### src/rtl/pt_walker_pkg.sv
package pt_walker_pkg;

  typedef enum logic [1:0] {
    ST_IDLE  = 2'd0,
    ST_OUTER = 2'd1,
    ST_INNER = 2'd2,
    ST_DONE  = 2'd3
  } walk_state_e;

  localparam int unsigned LVL_OUTER = 0;
  localparam int unsigned LVL_INNER = 1;

endpackage

### src/rtl/pt_va_split.sv
module pt_va_split #(
  parameter int unsigned ADDR_W = 32,
  parameter int unsigned IDX_W  = 10,
  parameter int unsigned OFF_W  = 12
) (
  input  logic [ADDR_W-1:0] vaddr_i,
  output logic [IDX_W-1:0]  outer_idx_o,
  output logic [IDX_W-1:0]  inner_idx_o,
  output logic [OFF_W-1:0]  offset_o
);
  localparam int unsigned INNER_LSB = OFF_W;
  localparam int unsigned OUTER_LSB = OFF_W + IDX_W;

  assign offset_o    = vaddr_i[OFF_W-1:0];
  assign inner_idx_o = vaddr_i[INNER_LSB +: IDX_W];
  assign outer_idx_o = vaddr_i[OUTER_LSB +: IDX_W];
endmodule

### src/rtl/pt_entry_addr.sv
module pt_entry_addr #(
  parameter int unsigned ADDR_W = 32,
  parameter int unsigned IDX_W  = 10,
  parameter int unsigned PTE_W  = 32
) (
  input  logic [ADDR_W-1:0] table_base_i,
  input  logic [IDX_W-1:0]  index_i,
  output logic [ADDR_W-1:0] entry_addr_o
);
  localparam int unsigned SHIFT = $clog2(PTE_W / 8);
  localparam int unsigned PAD_W = ADDR_W - IDX_W - SHIFT;

  logic [ADDR_W-1:0] byte_off;

  generate
    if (SHIFT == 0) begin : g_noshift
      assign byte_off = {{PAD_W{1'b0}}, index_i};
    end else begin : g_shift
      assign byte_off = {{PAD_W{1'b0}}, index_i, {SHIFT{1'b0}}};
    end
  endgenerate

  assign entry_addr_o = table_base_i + byte_off;
endmodule

### src/rtl/pt_pte_decode.sv
module pt_pte_decode #(
  parameter int unsigned PTE_W = 32,
  parameter int unsigned OFF_W = 12
) (
  input  logic [PTE_W-1:0]       pte_i,
  output logic [PTE_W-OFF_W-1:0] frame_o,
  output logic                   valid_o,
  output logic [OFF_W-2:0]       attr_o
);
  assign frame_o = pte_i[PTE_W-1:OFF_W];
  assign valid_o = pte_i[0];
  assign attr_o  = pte_i[OFF_W-1:1];
endmodule

### src/rtl/pt_walk_ctrl.sv
module pt_walk_ctrl
  import pt_walker_pkg::*;
#(
  parameter int unsigned ADDR_W = 32,
  parameter int unsigned OFF_W  = 12
) (
  input  logic                    clk,
  input  logic                    rst_n,
  input  logic [ADDR_W-1:0]       ptbase_i,
  input  logic                    req_valid_i,
  output logic                    req_ready_o,
  input  logic [ADDR_W-1:0]       req_vaddr_i,
  output logic                    rsp_valid_o,
  input  logic                    rsp_ready_i,
  output logic [ADDR_W-1:0]       rsp_paddr_o,
  output logic                    rsp_fault_o,
  output logic                    rsp_level_o,
  output logic                    mem_req_valid_o,
  input  logic                    mem_req_ready_i,
  output logic [ADDR_W-1:0]       mem_req_addr_o,
  input  logic                    mem_rsp_valid_i,
  input  logic [ADDR_W-OFF_W-1:0] pte_frame_i,
  input  logic                    pte_valid_i,
  input  logic [ADDR_W-1:0]       outer_addr_i,
  input  logic [ADDR_W-1:0]       inner_addr_i,
  output logic [ADDR_W-1:0]       vaddr_q_o,
  output logic [ADDR_W-1:0]       base_q_o,
  output logic [ADDR_W-OFF_W-1:0] inner_tbl_o
);
  localparam int unsigned FRAME_W = ADDR_W - OFF_W;

  walk_state_e         state_q;
  logic                issued_q;
  logic [ADDR_W-1:0]   va_q;
  logic [ADDR_W-1:0]   base_q;
  logic [FRAME_W-1:0]  tbl_q;
  logic [ADDR_W-1:0]   paddr_q;
  logic                fault_q;
  logic                level_q;
  logic                rd_data_ok;

  assign req_ready_o     = (state_q == ST_IDLE);
  assign rsp_valid_o     = (state_q == ST_DONE);
  assign mem_req_valid_o = ((state_q == ST_OUTER) || (state_q == ST_INNER)) && !issued_q;
  assign mem_req_addr_o  = (state_q == ST_INNER) ? inner_addr_i : outer_addr_i;
  assign rsp_paddr_o     = paddr_q;
  assign rsp_fault_o     = fault_q;
  assign rsp_level_o     = level_q;
  assign vaddr_q_o       = va_q;
  assign base_q_o        = base_q;
  assign inner_tbl_o     = tbl_q;
  assign rd_data_ok      = issued_q && mem_rsp_valid_i;

  always_ff @(posedge clk or negedge rst_n) begin
    if (!rst_n) begin
      state_q  <= ST_IDLE;
      issued_q <= 1'b0;
      va_q     <= '0;
      base_q   <= '0;
      tbl_q    <= '0;
      paddr_q  <= '0;
      fault_q  <= 1'b0;
      level_q  <= 1'b0;
    end else begin
      unique case (state_q)
        ST_IDLE: begin
          if (req_valid_i) begin
            va_q     <= req_vaddr_i;
            base_q   <= ptbase_i;
            issued_q <= 1'b0;
            state_q  <= ST_OUTER;
          end
        end
        ST_OUTER: begin
          if (mem_req_valid_o && mem_req_ready_i) issued_q <= 1'b1;
          if (rd_data_ok) begin
            issued_q <= 1'b0;
            if (pte_valid_i) begin
              tbl_q   <= pte_frame_i;
              state_q <= ST_INNER;
            end else begin
              paddr_q <= '0;
              fault_q <= 1'b1;
              level_q <= 1'(LVL_OUTER);
              state_q <= ST_DONE;
            end
          end
        end
        ST_INNER: begin
          if (mem_req_valid_o && mem_req_ready_i) issued_q <= 1'b1;
          if (rd_data_ok) begin
            issued_q <= 1'b0;
            state_q  <= ST_DONE;
            if (pte_valid_i) begin
              paddr_q <= {pte_frame_i, va_q[OFF_W-1:0]};
              fault_q <= 1'b0;
              level_q <= 1'(LVL_INNER);
            end else begin
              paddr_q <= '0;
              fault_q <= 1'b1;
              level_q <= 1'(LVL_INNER);
            end
          end
        end
        ST_DONE: begin
          if (rsp_ready_i) state_q <= ST_IDLE;
        end
        default: state_q <= ST_IDLE;
      endcase
    end
  end


  busy_after_accept_chk: assert property (@(posedge clk) disable iff (!rst_n)
    (req_valid_i && req_ready_o) |=> (!req_ready_o && mem_req_valid_o));


  outer_base_latched_chk: assert property (@(posedge clk) disable iff (!rst_n)
    (req_valid_i && req_ready_o) |=> (base_q == $past(ptbase_i)));


  mem_req_hold_chk: assert property (@(posedge clk) disable iff (!rst_n)
    (mem_req_valid_o && !mem_req_ready_i) |=> (mem_req_valid_o && $stable(mem_req_addr_o)));


  one_read_chk: assert property (@(posedge clk) disable iff (!rst_n)
    (mem_req_valid_o && mem_req_ready_i) |=> !mem_req_valid_o);


  outer_fault_chk: assert property (@(posedge clk) disable iff (!rst_n)
    (state_q == ST_OUTER && rd_data_ok && !pte_valid_i)
      |=> (rsp_valid_o && rsp_fault_o && !rsp_level_o && rsp_paddr_o == '0));


  inner_fault_chk: assert property (@(posedge clk) disable iff (!rst_n)
    (state_q == ST_INNER && rd_data_ok && !pte_valid_i)
      |=> (rsp_valid_o && rsp_fault_o && rsp_level_o));


  good_walk_chk: assert property (@(posedge clk) disable iff (!rst_n)
    (state_q == ST_INNER && rd_data_ok && pte_valid_i)
      |=> (rsp_valid_o && !rsp_fault_o && rsp_paddr_o[OFF_W-1:0] == va_q[OFF_W-1:0]));


  rsp_hold_chk: assert property (@(posedge clk) disable iff (!rst_n)
    (rsp_valid_o && !rsp_ready_i)
      |=> (rsp_valid_o && $stable(rsp_paddr_o) && $stable(rsp_fault_o) && $stable(rsp_level_o)));


  rsp_release_chk: assert property (@(posedge clk) disable iff (!rst_n)
    (rsp_valid_o && rsp_ready_i) |=> req_ready_o);
endmodule

### src/rtl/pt_walker.sv
module pt_walker #(
  parameter int unsigned ADDR_W = 32,
  parameter int unsigned IDX_W  = 10,
  parameter int unsigned OFF_W  = 12
) (
  input  logic              clk,
  input  logic              rst_n,
  input  logic [ADDR_W-1:0] ptbase_i,
  input  logic              req_valid_i,
  output logic              req_ready_o,
  input  logic [ADDR_W-1:0] req_vaddr_i,
  output logic              rsp_valid_o,
  input  logic              rsp_ready_i,
  output logic [ADDR_W-1:0] rsp_paddr_o,
  output logic              rsp_fault_o,
  output logic              rsp_level_o,
  output logic              mem_req_valid_o,
  input  logic              mem_req_ready_i,
  output logic [ADDR_W-1:0] mem_req_addr_o,
  input  logic              mem_rsp_valid_i,
  input  logic [ADDR_W-1:0] mem_rsp_data_i
);
  localparam int unsigned PTE_W   = ADDR_W;
  localparam int unsigned FRAME_W = ADDR_W - OFF_W;

  logic [ADDR_W-1:0]  va_q;
  logic [ADDR_W-1:0]  base_q;
  logic [FRAME_W-1:0] tbl_q;
  logic [IDX_W-1:0]   outer_idx;
  logic [IDX_W-1:0]   inner_idx;
  logic [OFF_W-1:0]   offset;
  logic [ADDR_W-1:0]  outer_addr;
  logic [ADDR_W-1:0]  inner_addr;
  logic [FRAME_W-1:0] pte_frame;
  logic               pte_valid;
  logic [OFF_W-2:0]   pte_attr;

  pt_va_split #(.ADDR_W(ADDR_W), .IDX_W(IDX_W), .OFF_W(OFF_W)) u_split (
    .vaddr_i     (va_q),
    .outer_idx_o (outer_idx),
    .inner_idx_o (inner_idx),
    .offset_o    (offset)
  );

  pt_entry_addr #(.ADDR_W(ADDR_W), .IDX_W(IDX_W), .PTE_W(PTE_W)) u_outer_addr (
    .table_base_i (base_q),
    .index_i      (outer_idx),
    .entry_addr_o (outer_addr)
  );

  pt_entry_addr #(.ADDR_W(ADDR_W), .IDX_W(IDX_W), .PTE_W(PTE_W)) u_inner_addr (
    .table_base_i ({tbl_q, {OFF_W{1'b0}}}),
    .index_i      (inner_idx),
    .entry_addr_o (inner_addr)
  );

  pt_pte_decode #(.PTE_W(PTE_W), .OFF_W(OFF_W)) u_decode (
    .pte_i   (mem_rsp_data_i),
    .frame_o (pte_frame),
    .valid_o (pte_valid),
    .attr_o  (pte_attr)
  );

  pt_walk_ctrl #(.ADDR_W(ADDR_W), .OFF_W(OFF_W)) u_ctrl (
    .clk             (clk),
    .rst_n           (rst_n),
    .ptbase_i        (ptbase_i),
    .req_valid_i     (req_valid_i),
    .req_ready_o     (req_ready_o),
    .req_vaddr_i     (req_vaddr_i),
    .rsp_valid_o     (rsp_valid_o),
    .rsp_ready_i     (rsp_ready_i),
    .rsp_paddr_o     (rsp_paddr_o),
    .rsp_fault_o     (rsp_fault_o),
    .rsp_level_o     (rsp_level_o),
    .mem_req_valid_o (mem_req_valid_o),
    .mem_req_ready_i (mem_req_ready_i),
    .mem_req_addr_o  (mem_req_addr_o),
    .mem_rsp_valid_i (mem_rsp_valid_i),
    .pte_frame_i     (pte_frame),
    .pte_valid_i     (pte_valid),
    .outer_addr_i    (outer_addr),
    .inner_addr_i    (inner_addr),
    .vaddr_q_o       (va_q),
    .base_q_o        (base_q),
    .inner_tbl_o     (tbl_q)
  );


  offset_passthru_chk: assert property (@(posedge clk) disable iff (!rst_n)
    (rsp_valid_o && !rsp_fault_o) |-> (rsp_paddr_o[OFF_W-1:0] == offset));
endmodule

### config.mk
export PLATFORM = sky130hd
export DESIGN_NAME = pt_walker
export DESIGN_NICKNAME = d
export VERILOG_FILES = /design/src/rtl/pt_walker_pkg.sv /design/src/rtl/pt_va_split.sv /design/src/rtl/pt_entry_addr.sv /design/src/rtl/pt_pte_decode.sv /design/src/rtl/pt_walk_ctrl.sv /design/src/rtl/pt_walker.sv
export SDC_FILE = /design/constraint.sdc
export NUM_CORES = 1
export LEC_CHECK = 0
export BUFFER_PORTS_ARGS = -buffer_cell sky130_fd_sc_hd__buf_2
export CORE_AREA = 2 2 118 120
export DETAILED_ROUTE_END_ITERATION = 12
export DIE_AREA = 0 0 120 122
export GPL_ROUTABILITY_DRIVEN = 0
export PLACE_DENSITY = 0.78
export SLEW_MARGIN = 20
export SYNTH_ARGS = -nofsm -noshare
export SYNTH_HDL_FRONTEND = slang
export SYNTH_HIERARCHICAL = 1
export SYNTH_SLANG_ARGS = --single-unit
### constraint.sdc
create_clock -name clk -period 4.8 [get_ports clk]
set_input_delay 0.24 -clock clk [delete_from_list [all_inputs] [get_ports clk]]
set_output_delay 0.24 -clock clk [all_outputs]
set_load 0.1 [all_outputs]
=== Word-level counts from Yosys, hierarchy flattened ===
Cells that the tools add are included.

* Flip-flop bits (word level): 121
* Input bits: 102
* Logic and storage cells: 58

* Add/subtract/negate cells: 2
* Eq/ne operators: 9
* Mux-type cells: 25
* Reductions and logical operators: 14

{| class="wikitable"
|+ Operator list
! kind !! number
|-
| 2-to-1 mux 32 bit || 5
|-
| adder 32 x 12 -> 32 bit || 2
|-
| one-hot mux 32 bit (2 select lines) || 1
|-
| 2-to-1 mux 1 bit || 11
|-
| 2-to-1 mux 2 bit || 4
|-
| one-hot mux 2 bit (4 select lines) || 1
|-
| AND reduction 4 bit || 2
|-
| inequality test 2 x 1 -> 1 bit, second input constant || 3
|-
| one-hot mux 1 bit (2 select lines) || 3
|-
| AND reduction 3 bit || 2
|-
| equality test 2 bit, second input constant || 2
|-
| inequality test 2 bit, second input constant || 2
|-
| nonzero test 2 bit || 2
|-
| logical AND 1 bit || 3
|-
| inequality test 3 x 1 -> 1 bit, second input constant || 1
|-
| equality test 2 x 1 -> 1 bit, second input constant || 1
|-
| zero test 2 bit || 1
|-
| AND reduction 2 bit || 1
|-
| OR reduction 2 bit || 1
|-
| zero test 1 bit || 1
|-
| logical OR 1 bit || 1
|}

=== Logic depth before layout (Yosys ltp) ===
* Word-level depth: 7
* Mapped depth: 12
* Gate-level depth less buffers: 10

=== By module ===
Netlist, hierarchy kept.

{| class="wikitable"
|+ By module, submodules not included
! module !! instances !! cells each !! area each (um^2) !! sequential area each (um^2)
|-
| pt_walk_ctrl || 1 || 321 || 4972.3 || 3027.9
|-
| pt_entry_addr || 2 || 121 || 879.6 || 0.0
|-
| pt_pte_decode || 1 || 32 || 240.2 || 0.0
|-
| pt_va_split || 1 || 32 || 240.2 || 0.0
|-
| pt_walker || 1 || 1 || 3.8 || 0.0
|}

=== Worst setup path before layout ===
OpenSTA, ideal clock, no wires.

* Path kind: register to output
* Start point: reg u_ctrl.va_q[22], in the netlist u_ctrl/vaddr_q_o[22]
* End point: out mem_req_addr_o[18]
* Arrival: 2520 ps
* Data required time: 4560 ps
* Setup slack: 2040 ps
* Stages on the path, launching flop included: 13
* Buffers on the path: 2
* Path through: dfrtp_1 -> buf_4 -> ha_1 -> inv_1 -> fa_1 -> and2b_1 -> o2111ai_1 -> a21oi_1 -> o41a_1 -> buf_6 -> nand4_1 -> xnor2_1 -> mux2_2

* Cells in the longest elaborated chain, start to end: 2

{| class="wikitable"
|+ RTL lines
! element !! RTL line !! source
|-
| from (decl) || pt_walk_ctrl.sv:34 || <nowiki>logic [ADDR_W-1:0] va_q;</nowiki>
|-
| from (signal assigned) || pt_walk_ctrl.sv:68 || <nowiki>va_q <= req_vaddr_i;</nowiki>
|-
| adder 32 x 12 -> 32 bit || pt_entry_addr.sv:23 || <nowiki>assign entry_addr_o = table_base_i + byte_off;</nowiki>
|-
| via outer_addr[18] || pt_walker.sv:32 || <nowiki>logic [ADDR_W-1:0] outer_addr;</nowiki>
|-
| 2-to-1 mux 32 bit || pt_walk_ctrl.sv:45 || <nowiki>assign mem_req_addr_o = (state_q == ST_INNER) ? inner_addr_i : outer_addr_i;</nowiki>
|-
| to (decl) || pt_walker.sv:19 || <nowiki>output logic [ADDR_W-1:0] mem_req_addr_o,</nowiki>
|}

The timed path passes the listed nets, and every way through them passes these cells.

=== Worst setup path after layout ===
* Start point: reg u_ctrl.va_q[22], in the netlist u_ctrl/vaddr_q_o[22]
* End point: out mem_req_addr_o[26]

The elaborated chain is that of the path after synthesis.

==> flow_summary.yaml <==
clock_network:
  postCtsResizedCells: 0
  cts-root-to-sink-buffers: 2
  cts.root.buffer_cell: "sky130_fd_sc_hd__clkbuf_16"
  tritoncts.num_buffers: 17
  insertion_delay_ns: 0.42
  cts-htree-levels: 4
  cts.sinks: 121
  tritoncts: "done"
  clk_pin_slew_ns: 0.06
setup_path:
  worst_setup_path_start_kind: "register"
  critical_path_class: "reg2out"
  cp_data_arrival_time_ns: 3.46
  r2r.worst_path.cells: 6
  type_of_element_capturing_the_critical_path: "output pin"
  cp-startpoint: "u_ctrl/vaddr_q_o[22]"
  timing.critical_path.required_ns: 4.56
  worstReg2RegStart: "u_ctrl/state_q[0]"
  path_max_fanout: 10
die:
  die_width_um: 120
  floorplan.die_area_mm2: 0.0146
  fp.coreArea_mm2: 0.0135
  io_pins: 171
  starting_density_of_the_core: 0.522
  die_height_um: 122
  std_cell_rows: 43
place:
  dp.final_hpwl_um: 11200
  io_buffers: 159
  numPlacedInstances: 885
timing:
  finClkSkew_ns: 0.00367
  final_hold_viol_count: 0
  timing.hold.ws_ns: 0.0481
  fin_setup_tns_ns: 0
  rsz0062_at_grt: "false"
  maxClockFrequency_mhz: 270
  layout_worst_path_cycle_share: 0.771
  report.final.setup_viol: 0
  slew_viol_final: 0
  tightestPinTransition_ns: 0.968
  min_period_ns: 3.70
  slew_headroom: 0.353
global_route:
  grt_max_degree: 67
  number_of_antenna_violations_at_the_first_check_in_global_routing: 1
  grt_use_total: 0.215
  gr-total-overflow: 0
  vias_in_the_first_global_route: 4901
  grt_first_pass_wirelength_um: 24400
cells_and_area:
  final_layout_size_suffix_gt1_frac: 0.442
  layout.nets: 855
  fillers: 1093
  utilization: 0.612
  syn_to_final_growth_pct: 17.3
  final_cells: 919
synthesis:
  synthCells: 605
  synth.yosys.warnings: 6
  syn_area_per_cell_um2: 11.6
  post_synth_instance_area_mm2: 0.00704
routing:
  drc: 0
  drt-total-wl_um: 15300
  drt-pass1-iter-count: 5
  antenna_violating_nets_post_route: 0
  initial_drc_count: 328
  post_drt_via_cell_ratio: 5.41
  via_count: 4973
  avgRoutedWirePerCell_um: 16.6
min_path:
  holdCritPathClass: "in2reg"
  holdCritStartpoint: "req_vaddr_i[3]"
  worst_hold_stages: 2
run_status:
  status: "finished, final reports clean"
flow_run:
  timing.max_cap.violations: 0
[final cells by class]
class	count	area, µm²	area share
flip-flops and latches	121	3030	0.367
multi-input cells	407	3510	0.425
diodes	1	2.50	0.000303
clock buffers	18	439	0.0532
repair buffers	163	831	0.101
well taps	180	225	0.0273
inverters	15	56.3	0.00682
clock inverters	14	170	0.0206
[cell usage in the layout (no fill, tap or decap), types with 13 or more instances in the layout]
cell and n:
sky130_fd_sc_hd__buf_2 158, sky130_fd_sc_hd__dfrtp_1 121, sky130_fd_sc_hd__mux2_2 117, sky130_fd_sc_hd__a22o_1 32, sky130_fd_sc_hd__xnor2_1 32, sky130_fd_sc_hd__ha_1 25
sky130_fd_sc_hd__xor2_1 22, sky130_fd_sc_hd__nand2_1 20, sky130_fd_sc_hd__nor2_1 18, sky130_fd_sc_hd__clkbuf_16 17, sky130_fd_sc_hd__a21oi_1 17, sky130_fd_sc_hd__inv_1 15
sky130_fd_sc_hd__nand4_1 14, sky130_fd_sc_hd__conb_1 13
[final timing paths]
check                           slack [ns]                     end
worst min-delay path                  0.05     u_ctrl/vaddr_q_o[3]
worst min register to register        0.49   u_ctrl/rsp_paddr_o[7]
worst max-delay path                  1.10      mem_req_addr_o[26]
min in group asynchronous             0.42  u_ctrl/rsp_paddr_o[25]
worst max register to register        2.06      u_ctrl/rsp_level_o
max in group asynchronous             3.02  u_ctrl/rsp_paddr_o[18]
[worst max-delay path: stages, from the launching register on]
cell                        delay (ns)
sky130_fd_sc_hd__dfrtp_1          0.36
sky130_fd_sc_hd__ha_1             0.17
sky130_fd_sc_hd__inv_1            0.05
sky130_fd_sc_hd__fa_1             0.38
sky130_fd_sc_hd__and2b_1          0.22
sky130_fd_sc_hd__o2111ai_1        0.14
sky130_fd_sc_hd__a21oi_1          0.21
sky130_fd_sc_hd__o41a_1           0.48
sky130_fd_sc_hd__nand4b_1         0.22
sky130_fd_sc_hd__xnor2_1          0.18
sky130_fd_sc_hd__mux2_2           0.17
sky130_fd_sc_hd__buf_2            0.42
[registers in the layout, summed over array words and instances, names as in the netlist]
name	cells
u_ctrl/base_q_o	32
u_ctrl/rsp_paddr_o	32
u_ctrl/vaddr_q_o	32
u_ctrl/inner_tbl_o	20
u_ctrl/state_q	2
u_ctrl/issued_q	1
u_ctrl/rsp_fault_o	1
u_ctrl/rsp_level_o	1
[metrics by stage]
step                worst slack (ns)  instance area [µm²]
CTS                             1.09                 8260
global route                   0.922                 8260
finish                          1.10                 8260
floorplan                       2.04                 7090
detailed placement              1.58                 7640
global placement                1.66                 7640
[metal layers]
metal / wire length (µm) / vias up / GRT usage
li1: - / 2357 / -
met3: 810 / 30 / 0.0534
met4: 385 / 0 / 0.101
met2: 7690 / 148 / 0.357
met1: 6410 / 2438 / 0.264
met5: 0 / - / 0
[timing repair]
item	4_1_cts	5_1_grt
hold endpoints to repair	55	0
setup buffers	0	0
hold buffers	1	0
Power is left out: the tool's default activity adds up to more than one toggle a clock period on the data nets, which glitch-free logic cannot reach.
